File: config.mk
export PLATFORM = sky130hd
export DESIGN_NAME = dbg_trig_unit
export DESIGN_NICKNAME = d
export VERILOG_FILES = /design/src/rtl/dbg_trig_pkg.sv /design/src/rtl/dbg_pc_cmp.sv /design/src/rtl/dbg_data_cmp.sv /design/src/rtl/dbg_level_seq.sv /design/src/rtl/dbg_trig_unit.sv
export SDC_FILE = /design/constraint.sdc
export NUM_CORES = 1
export LEC_CHECK = 0
export BUFFER_PORTS_ARGS = -buffer_cell sky130_fd_sc_hd__buf_2
export CORE_MARGIN = 4
export CORE_UTILIZATION = 60
export DETAILED_ROUTE_END_ITERATION = 8
export PLACE_DENSITY = 0.81
export SLEW_MARGIN = 10
export SYNTH_ARGS = -nofsm -noshare
export SYNTH_HDL_FRONTEND = slang
export SYNTH_SLANG_ARGS = --single-unit
File: constraint.sdc
create_clock -name clk -period 3.9 [get_ports clk]
set_input_delay 0.78 -clock clk [delete_from_list [all_inputs] [get_ports clk]]
set_output_delay 0.78 -clock clk [all_outputs]
set_load 0.1 [all_outputs]
File: src/rtl/dbg_trig_pkg.sv
package dbg_trig_pkg;
  localparam int VEC_W      = 8;
  localparam logic [VEC_W-1:0] VEC_PC   = 8'd13;
  localparam logic [VEC_W-1:0] VEC_BUS  = 8'd12;
  localparam logic [VEC_W-1:0] VEC_NONE = 8'd0;
  localparam int L1_BASE    = 2;
  localparam int L2_BASE    = 18;
  localparam int EN_PC      = 0;
  localparam int EN_DATA    = 1;

  typedef struct packed {
    logic data;
    logic pc;
  } trig_en_t;
endpackage

File: src/rtl/dbg_pc_cmp.sv
module dbg_pc_cmp #(
  parameter int ADDR_W = 32,
  parameter int NUM_BP = 4
) (
  input  logic [NUM_BP-1:0][ADDR_W-1:0] bp_regs,
  input  logic                          pc_valid,
  input  logic [ADDR_W-1:0]             pc,
  output logic [NUM_BP-1:0]             hit_vec,
  output logic                          any_hit
);
  function automatic logic pc_bp_hit(input logic [ADDR_W-1:0] bp,
                                     input logic [ADDR_W-1:0] addr);
    logic [ADDR_W-1:0] diff;
    diff = (bp ^ addr) >> 1;
    return bp[0] && (diff == '0);
  endfunction

  for (genvar i = 0; i < NUM_BP; i++) begin : g_cmp
    assign hit_vec[i] = pc_valid && pc_bp_hit(bp_regs[i], pc);
  end

  assign any_hit = |hit_vec;
endmodule

File: src/rtl/dbg_data_cmp.sv
module dbg_data_cmp #(
  parameter int DATA_W = 32
) (
  input  logic [DATA_W-1:0] dval,
  input  logic [DATA_W-1:0] dmask,
  input  logic              bus_valid,
  input  logic [DATA_W-1:0] bus_data,
  output logic              hit
);
  function automatic logic masked_eq(input logic [DATA_W-1:0] v,
                                     input logic [DATA_W-1:0] m,
                                     input logic [DATA_W-1:0] d);
    return ((v ^ d) & ~m) == '0;
  endfunction

  assign hit = bus_valid && masked_eq(dval, dmask, bus_data);
endmodule

File: src/rtl/dbg_level_seq.sv
module dbg_level_seq
  import dbg_trig_pkg::*;
(
  input  logic     clk,
  input  logic     rst_n,
  input  trig_en_t l1_en,
  input  trig_en_t l2_en,
  input  logic     pc_hit,
  input  logic     bus_hit,
  input  logic     clear,
  output logic     fire_pc,
  output logic     fire_bus,
  output logic     arm,
  output logic     level,
  output logic     two_level
);
  logic ev_pc_l1, ev_bus_l1, ev_pc_l2, ev_bus_l2;

  assign two_level = l2_en.pc || l2_en.data;
  assign ev_pc_l1  = pc_hit  && l1_en.pc;
  assign ev_bus_l1 = bus_hit && l1_en.data;
  assign ev_pc_l2  = pc_hit  && l2_en.pc;
  assign ev_bus_l2 = bus_hit && l2_en.data;

  always_comb begin
    fire_pc  = 1'b0;
    fire_bus = 1'b0;
    arm      = 1'b0;
    if (!two_level) begin
      fire_pc  = ev_pc_l1;
      fire_bus = ev_bus_l1;
    end else if (!level) begin
      arm = ev_pc_l1 || ev_bus_l1;
    end else begin
      fire_pc  = ev_pc_l2;
      fire_bus = ev_bus_l2;
    end
  end

  always_ff @(posedge clk or negedge rst_n) begin
    if (!rst_n)                             level <= 1'b0;
    else if (clear || fire_pc || fire_bus)  level <= 1'b0;
    else if (arm)                           level <= 1'b1;
  end
endmodule

File: src/rtl/dbg_trig_unit.sv
module dbg_trig_unit
  import dbg_trig_pkg::*;
#(
  parameter int ADDR_W   = 32,
  parameter int DATA_W   = 32,
  parameter int NUM_PCBP = 4,
  localparam int SEL_W   = $clog2(NUM_PCBP + 3)
) (
  input  logic              clk,
  input  logic              rst_n,
  input  logic              wr_en,
  input  logic [SEL_W-1:0]  wr_sel,
  input  logic [31:0]       wr_data,
  input  logic              pc_valid,
  input  logic [ADDR_W-1:0] pc,
  input  logic              bus_valid,
  input  logic [DATA_W-1:0] bus_data,
  input  logic              irq_ack,
  output logic              halt_req,
  output logic              irq_pend,
  output logic [VEC_W-1:0]  vector
);
  localparam logic [SEL_W-1:0] SEL_DVAL  = SEL_W'(NUM_PCBP);
  localparam logic [SEL_W-1:0] SEL_DMASK = SEL_W'(NUM_PCBP + 1);
  localparam logic [SEL_W-1:0] SEL_CTRL  = SEL_W'(NUM_PCBP + 2);

  logic [NUM_PCBP-1:0][ADDR_W-1:0] bp_regs;
  logic [DATA_W-1:0] dval, dmask;
  trig_en_t l1_en, l2_en;
  logic [NUM_PCBP-1:0] pc_hit_vec;
  logic pc_hit, bus_hit;
  logic fire_pc, fire_bus, arm, level, two_level;
  logic ctrl_wr;

  assign ctrl_wr = wr_en && (wr_sel == SEL_CTRL);

  for (genvar i = 0; i < NUM_PCBP; i++) begin : g_bp
    always_ff @(posedge clk or negedge rst_n) begin
      if (!rst_n)
        bp_regs[i] <= '0;
      else if (wr_en && (wr_sel == SEL_W'(i)))
        bp_regs[i] <= ADDR_W'(wr_data);
    end
  end

  always_ff @(posedge clk or negedge rst_n) begin
    if (!rst_n) begin
      dval  <= '0;
      dmask <= '0;
      l1_en <= '0;
      l2_en <= '0;
    end else if (wr_en) begin
      if (wr_sel == SEL_DVAL)  dval  <= DATA_W'(wr_data);
      if (wr_sel == SEL_DMASK) dmask <= DATA_W'(wr_data);
      if (wr_sel == SEL_CTRL) begin
        l1_en.pc   <= wr_data[L1_BASE + EN_PC];
        l1_en.data <= wr_data[L1_BASE + EN_DATA];
        l2_en.pc   <= wr_data[L2_BASE + EN_PC];
        l2_en.data <= wr_data[L2_BASE + EN_DATA];
      end
    end
  end

  dbg_pc_cmp #(.ADDR_W(ADDR_W), .NUM_BP(NUM_PCBP)) u_pc_cmp (
    .bp_regs (bp_regs),
    .pc_valid(pc_valid),
    .pc      (pc),
    .hit_vec (pc_hit_vec),
    .any_hit (pc_hit)
  );

  dbg_data_cmp #(.DATA_W(DATA_W)) u_data_cmp (
    .dval     (dval),
    .dmask    (dmask),
    .bus_valid(bus_valid),
    .bus_data (bus_data),
    .hit      (bus_hit)
  );

  dbg_level_seq u_seq (
    .clk      (clk),
    .rst_n    (rst_n),
    .l1_en    (l1_en),
    .l2_en    (l2_en),
    .pc_hit   (pc_hit),
    .bus_hit  (bus_hit),
    .clear    (ctrl_wr || irq_ack),
    .fire_pc  (fire_pc),
    .fire_bus (fire_bus),
    .arm      (arm),
    .level    (level),
    .two_level(two_level)
  );

  always_ff @(posedge clk or negedge rst_n) begin
    if (!rst_n)        irq_pend <= 1'b0;
    else if (fire_bus) irq_pend <= 1'b1;
    else if (irq_ack)  irq_pend <= 1'b0;
  end

  assign halt_req = fire_pc;
  assign vector   = fire_pc ? VEC_PC : (irq_pend ? VEC_BUS : VEC_NONE);
endmodule

==> impl_metrics.py, run 1 <==
metrics = {
    "outcome": {
        "status": "finished clean",
    },
    "clock_network": {
        "clk_pin_slew_ns": 0.06,
        "htree_levels": 4,
        "cts_root_buf": "clkbuf_16",
        "clock-sinks": 198,
        "cts_buffers": 17,
        "clk_latency_ns": 0.44,
        "post_cts_resized": 0,
        "cts_tree": "built",
        "clk_path_buf_depth": 2,
        "cts_setup_buffers": 0,
        "cts_hold_buf": 0,
    },
    "placement": {
        "dp_cells": 983,
        "hpwlAfterDp_mm": 15.69,
        "pre_cts_slack_ns": 0.3075,
        "globalplace.congestion": 0.9099,
        "portBuffers": 108,
    },
    "detailed_routing": {
        "drt_iter0_markers": 371,
        "drc": 0,
        "drt_wl_total_mm": 21.86,
        "wire_per_inst_um": 21.54,
        "drt_first_pass_iters": 6,
        "vias": 5802,
        "postRouteAntennaNets": 0,
        "via_per_inst": 5.716,
    },
    "sta": {
        "setup_tns_ns": 0,
        "timing.final.crit_share_pct": 93.94,
        "skew_ns": 0.006798,
        "fmax_mhz": 272.9,
        "slew_headroom_pct": 39.58,
        "setup_violations": 0,
        "hold_violations": 0,
        "fin_crit_ns": 3.664,
        "rsz0062_at_grt": "false",
        "worst_slack_ns": 0.2362,
        "drv_slew": 0,
        "hold_ws_ns": 0.4424,
        "tightest_slew_ns": 0.9063,
    },
    "logic_synthesis": {
        "yosys-top-cells-count": "198 x dfrtp_1, 190 x mux2_2, 156 x xnor2_1",
        "synthCells": 708,
        "synth_seq_area_share_pct": 52.84,
        "synth.most_common_cell": "dfrtp_1",
        "synthDistinctLibCells": 30,
        "synth-edff-count": 0,
        "ys_top_cells_by_area": "dfrtp_1 53%, mux2_2 23%, xnor2_1 15%",
        "synth_top_cell_by_area": "dfrtp_1",
        "async_reset_ff_share_pct": 100.0,
        "synthesis.area_um2": 9378,
        "syn_avg_cell_area_um2": 13.25,
        "yosysWarningCount": 0,
        "ys_ff_latch": 198,
        "synth_top_area_share_pct": 52.84,
        "synth_ff_type": "dfrtp_1",
    },
    "die": {
        "fp.dieH_um": 133.0,
        "die_x_um": 133.0,
        "core_area_um2": 15260,
        "dieArea_um2": 17690,
        "fp-row-count": 45,
        "boundaryPins": 115,
        "initial_utilization_pct": 61.46,
    },
    "critical_path": {
        "path_class": "input pin to primary output",
        "worst-path-stages": 9,
        "critPathSlowestCell": "buf_2",
        "cp.arrival_ns": 2.88,
        "cp_common_cell": "buf_2",
        "cp.buffers_inverters": 2,
        "cp-end-kind": "primary output",
        "r2r_cells": 7,
        "crit_family": "simple AND/OR/NAND/NOR gates",
        "cpPeakStageDelay_ns": 0.41,
        "path_max_fanout": 4,
        "required_ns": 3.12,
        "crit_path_cell_trace": "buf_2, xnor2_1, nand4_1, nor4_1, a22oi_1, nand2_1, and3_2, or2_4, buf_2",
        "cp-start-kind": "input pin",
    },
    "power_and_ir_drop": {
        "finalPower_w": 0.005889,
        "max-vdd-ir-drop_v": 0.0003382,
        "powerDensity_nw_per_um2": 551.4,
        "p_leak_nw": 4.425,
    },
    "grt": {
        "grt_antenna_before_repair": 0,
        "grt_util_met2_pct": 42.33,
        "grt.busiest_layer": "met2",
        "grt_util_met1_pct": 33.70,
        "grt_use_total_pct": 25.66,
        "grt_max_degree": 114,
        "grt_pass1_wl_mm": 34.56,
        "met3_usage_pct": 4.525,
        "grt_pass1_vias": 6377,
        "overflow": 0,
    },
    "run": {
        "cap_violations": 0,
    },
    "layout": {
        "final_nets": 896,
        "drive_above_1_share_pct": 43.28,
        "seq_area_um2": 4955,
        "layoutNonFillerInstCount": 1015,
        "areaGrowthSynthToFinish_pct": 13.89,
        "multi_input_comb_area_um2": 4195,
        "n_fill_cell": 1043,
        "n_antenna_cell": 0,
    },
    "min_path": {
        "holdCritPathClass": "input pin to asynchronous set/reset pin",
    },
}
## where the power goes
group / internal (W) / total [W] / switching, W
combinational: 0.000701 / 0.00125 / 0.000549
sequential: 0.00250 / 0.00280 / 0.000296
clock: 0.00109 / 0.00184 / 0.000746
total: 0.00430 / 0.00589 / 0.00159
## layout make-up
class	instances	area share, %
clock buffers	25	4.733
clock inverters	7	1.090
inverters	2	0.07029
multi-input cells	454	39.28
flip-flops and latches	198	46.39
well taps	211	2.472
repair buffers	118	5.963
## kinds of logic (layout without fill, tap and decap cells)
logic type / count (synthesis) / after routing / synth area share (%)
AOI/OAI and AO/OA: 24 / 24 / 1.748
xor gates and xnor gates: 156 / 156 / 14.57
buffers and inverters: 60 / 152 / 2.842
DFF: 198 / 198 / 52.84
muxes: 192 / 192 / 23.06
other: 1 / 5 / 0.03999
and+or+nand+nor: 77 / 77 / 4.910
## path summary, 6_finish.rpt
| path | endpoint | start | slack [ns] |
|---|---|---|---|
| setup / recovery | vector[3] | pc[9] | 0.24 |
| hold / removal | dmask[23]$_DFFE_PN0P_ | rst_n | 0.44 |
| setup reg to reg | u_seq.level$_DFFE_PN0P_ | dval[24]$_DFFE_PN0P_ | 1.50 |
| hold reg to reg | dmask[21]$_DFFE_PN0P_ | dmask[21]$_DFFE_PN0P_ | 0.51 |
| max in group asynchronous | dval[1]$_DFFE_PN0P_ | rst_n | 2.54 |
| min in group clk | dmask[21]$_DFFE_PN0P_ | dmask[21]$_DFFE_PN0P_ | 0.51 |
## registers in the layout, indices dropped and copies added, names as in the netlist
name,cells
bp_regs,128
dmask,32
dval,32
l1_en,2
l2_en,2
irq_pend,1
u_seq.level,1
## layout by cell type (no fill, tap or decap), drive strengths merged
cell and n:
nand4 32, dfrtp 198, nor3 3, a21oi 1, nor2b 1, a22oi 2
clkbuf 26, nand2b 2, mux2 192, xnor2 156, buf 117, or4 1
a211oi 1, clkinvlp 1, nor3b 2, conb 5, o21ai 3, clkinv 3
nor2 2, nor4 11, o22ai 15, bufinv 3, nand3 2, nand4b 3
a211o 1, a22o 1, inv 2, nand2 16, and3 1, or2 1
## layer usage
layer	vias up	share of wire (%)
li1	2613	-
met1	3010	43
met2	149	50
met3	30	5.0
met4	0	2.6
met5	-	0
## through the flow
step | cell area (um2) | utilization [%]
floorplan | 9397 | -
global placement | 10060 | 65.92
detailed placement | 10060 | 65.92
CTS | 10680 | 70.00
global route | 10680 | 70.00
finish | 10680 | 70.00
Note: power is estimated with default switching activity, not from simulation.
==> run 2: changes to the inputs <==
CELL_PAD_IN_SITES_DETAIL_PLACEMENT = 0   (was not set)
CELL_PAD_IN_SITES_GLOBAL_PLACEMENT = 1   (was not set)
CORE_UTILIZATION = 51   (was 60)
PLACE_DENSITY = 0.84   (was 0.81)
==> impl_metrics.py, run 2 (synthesized netlist as in run 1, its figures left out) <==
metrics = {
    "outcome": {
        "status": "finished clean",
    },
    "die": {
        "die_x_um": 143.6,
        "fp-row-count": 49,
        "initial_utilization_pct": 52.03,
        "core_area_um2": 18020,
        "fp.dieH_um": 143.6,
        "dieArea_um2": 20620,
        "boundaryPins": 115,
    },
    "critical_path": {
        "required_ns": 3.12,
        "ff2ff_setup_slack_ns": 1.66,
        "cp.arrival_ns": 2.84,
        "crit_path_cell_trace": "buf_2, xnor2_1, nand4_1, nor4_1, a22oi_1, nand2_1, and3_2, buf_2",
        "cp.buffers_inverters": 2,
        "crit_family": "simple AND/OR/NAND/NOR gates",
        "cp-end-kind": "primary output",
        "cp-start-kind": "input pin",
        "r2r_cells": 7,
        "path_max_fanout": 4,
        "critPathSlowestCell": "nor4_1",
        "path_class": "input pin to primary output",
        "cp_common_cell": "buf_2",
        "timing.rr.start": "dval[24]$_DFFE_PN0P_",
        "reg2reg_to": "u_seq.level$_DFFE_PN0P_",
        "cpPeakStageDelay_ns": 0.47,
    },
    "sta": {
        "hold_violations": 0,
        "hold_ws_ns": 0.4153,
        "setup_violations": 0,
        "drv_slew": 0,
        "slew_headroom_pct": 45.09,
        "skew_ns": 0.004479,
        "tightest_slew_ns": 0.8237,
        "rsz0062_at_grt": "false",
        "timing.final.crit_share_pct": 92.72,
        "fmax_mhz": 276.6,
        "setup_tns_ns": 0,
        "fin_crit_ns": 3.616,
    },
    "clock_network": {
        "cts_setup_buffers": 0,
        "clock-sinks": 198,
        "clk_path_buf_depth": 2,
        "clk_latency_ns": 0.44,
        "post_cts_resized": 0,
        "cts_tree": "built",
        "cts_hold_buf": 0,
        "cts_buffers": 17,
        "clk_pin_slew_ns": 0.07,
        "htree_levels": 4,
        "cts_root_buf": "clkbuf_16",
    },
    "layout": {
        "largest_register_ff_count": 128,
        "areaGrowthSynthToFinish_pct": 14.58,
        "final_cell_mix": "198 x dfrtp_1, 190 x mux2_2, 156 x xnor2_1",
        "regMostFlops": "bp_regs",
        "reg.largest.list": "bp_regs (128), dmask (32), dval (32)",
        "n_antenna_cell": 0,
        "layout_commonest_cell": "dfrtp_1",
        "drive_above_1_share_pct": 43.41,
        "final_nets": 896,
    },
    "grt": {
        "grt_pass1_wl_mm": 34.64,
        "grt_pass1_vias": 6234,
        "grt_max_degree": 101,
        "grt_use_total_pct": 22.51,
        "overflow": 0,
        "grt_antenna_before_repair": 2,
    },
    "detailed_routing": {
        "drt_first_pass_iters": 5,
        "via_per_inst": 5.571,
        "drt_iter0_markers": 241,
        "drt_wl_total_mm": 22.32,
        "wire_per_inst_um": 21.61,
        "postRouteAntennaNets": 0,
        "vias": 5755,
        "drc": 0,
    },
    "placement": {
        "hpwlAfterDp_mm": 16.29,
        "portBuffers": 108,
        "globalplace.congestion": 0.8325,
    },
    "run": {
        "cap_violations": 0,
    },
    "power_and_ir_drop": {
        "max-vdd-ir-drop_v": 0.0003397,
        "p_leak_nw": 4.412,
        "finalPower_w": 0.005920,
        "powerDensity_nw_per_um2": 551.0,
    },
    "min_path": {
        "holdCritPathClass": "input pin to asynchronous set/reset pin",
    },
}
==> run 2: metrics by stage <==
stage | std cells | instance area, um2 | utilization, % | worst slack (ns)
after floorplan | 712 | 9397 | - | 0.1323
after global placement | 1001 | 10110 | 56.09 | 0.3275
after detailed placement | 1001 | 10110 | 56.09 | 0.3371
after CTS | 1033 | 10750 | 59.61 | 0.3225
after global routing | 1033 | 10750 | 59.61 | 0.2707
final | 1033 | 10750 | 59.61 | 0.2840
==> run 2: per-layer routing <==
layer | wire length, um | up-vias | part of all wire [%] | GRT usage [%]
li1 | - | 2611 | - | -
met1 | 9532 | 2993 | 43 | 28.99
met2 | 11500 | 124 | 52 | 38.64
met3 | 991 | 23 | 4.4 | 4.859
met4 | 265 | 4 | 1.2 | 6.343
met5 | 30 | - | 0.13 | 0
==> run 2: power breakdown <==
| group | internal [W] | switching [W] |
|---|---|---|
| clock network | 0.00111 | 0.000771 |
| registers | 0.00250 | 0.000298 |
| logic | 0.000701 | 0.000540 |
==> run 2: cell type report <==
| class | instances | area [um2] |
|---|---|---|
| Fill cell | 1473 | 7279 |
| Multi-Input combinational cell | 454 | 4195 |
| Tap cell | 229 | 286.5 |
| Clock inverter | 11 | 173.9 |
| Timing Repair Buffer | 118 | 666.9 |
| Clock buffer | 21 | 460.4 |
| Inverter | 2 | 7.507 |
| Sequential cell | 198 | 4955 |
==> run 2: how the worst max path moves through the flow <==
| stage | startpoint | endpoint | slack (ns) | depth (start not counted) |
|---|---|---|---|---|
| floorplan | pc[2] | vector[3] | 0.13 | 9 |
| global placement | pc[9] | vector[0] | 0.33 | 8 |
| detailed placement | pc[9] | vector[0] | 0.34 | 8 |
| CTS | pc[9] | halt_req | 0.32 | 8 |
| global route | pc[9] | vector[0] | 0.27 | 8 |
| finish | pc[9] | halt_req | 0.28 | 8 |
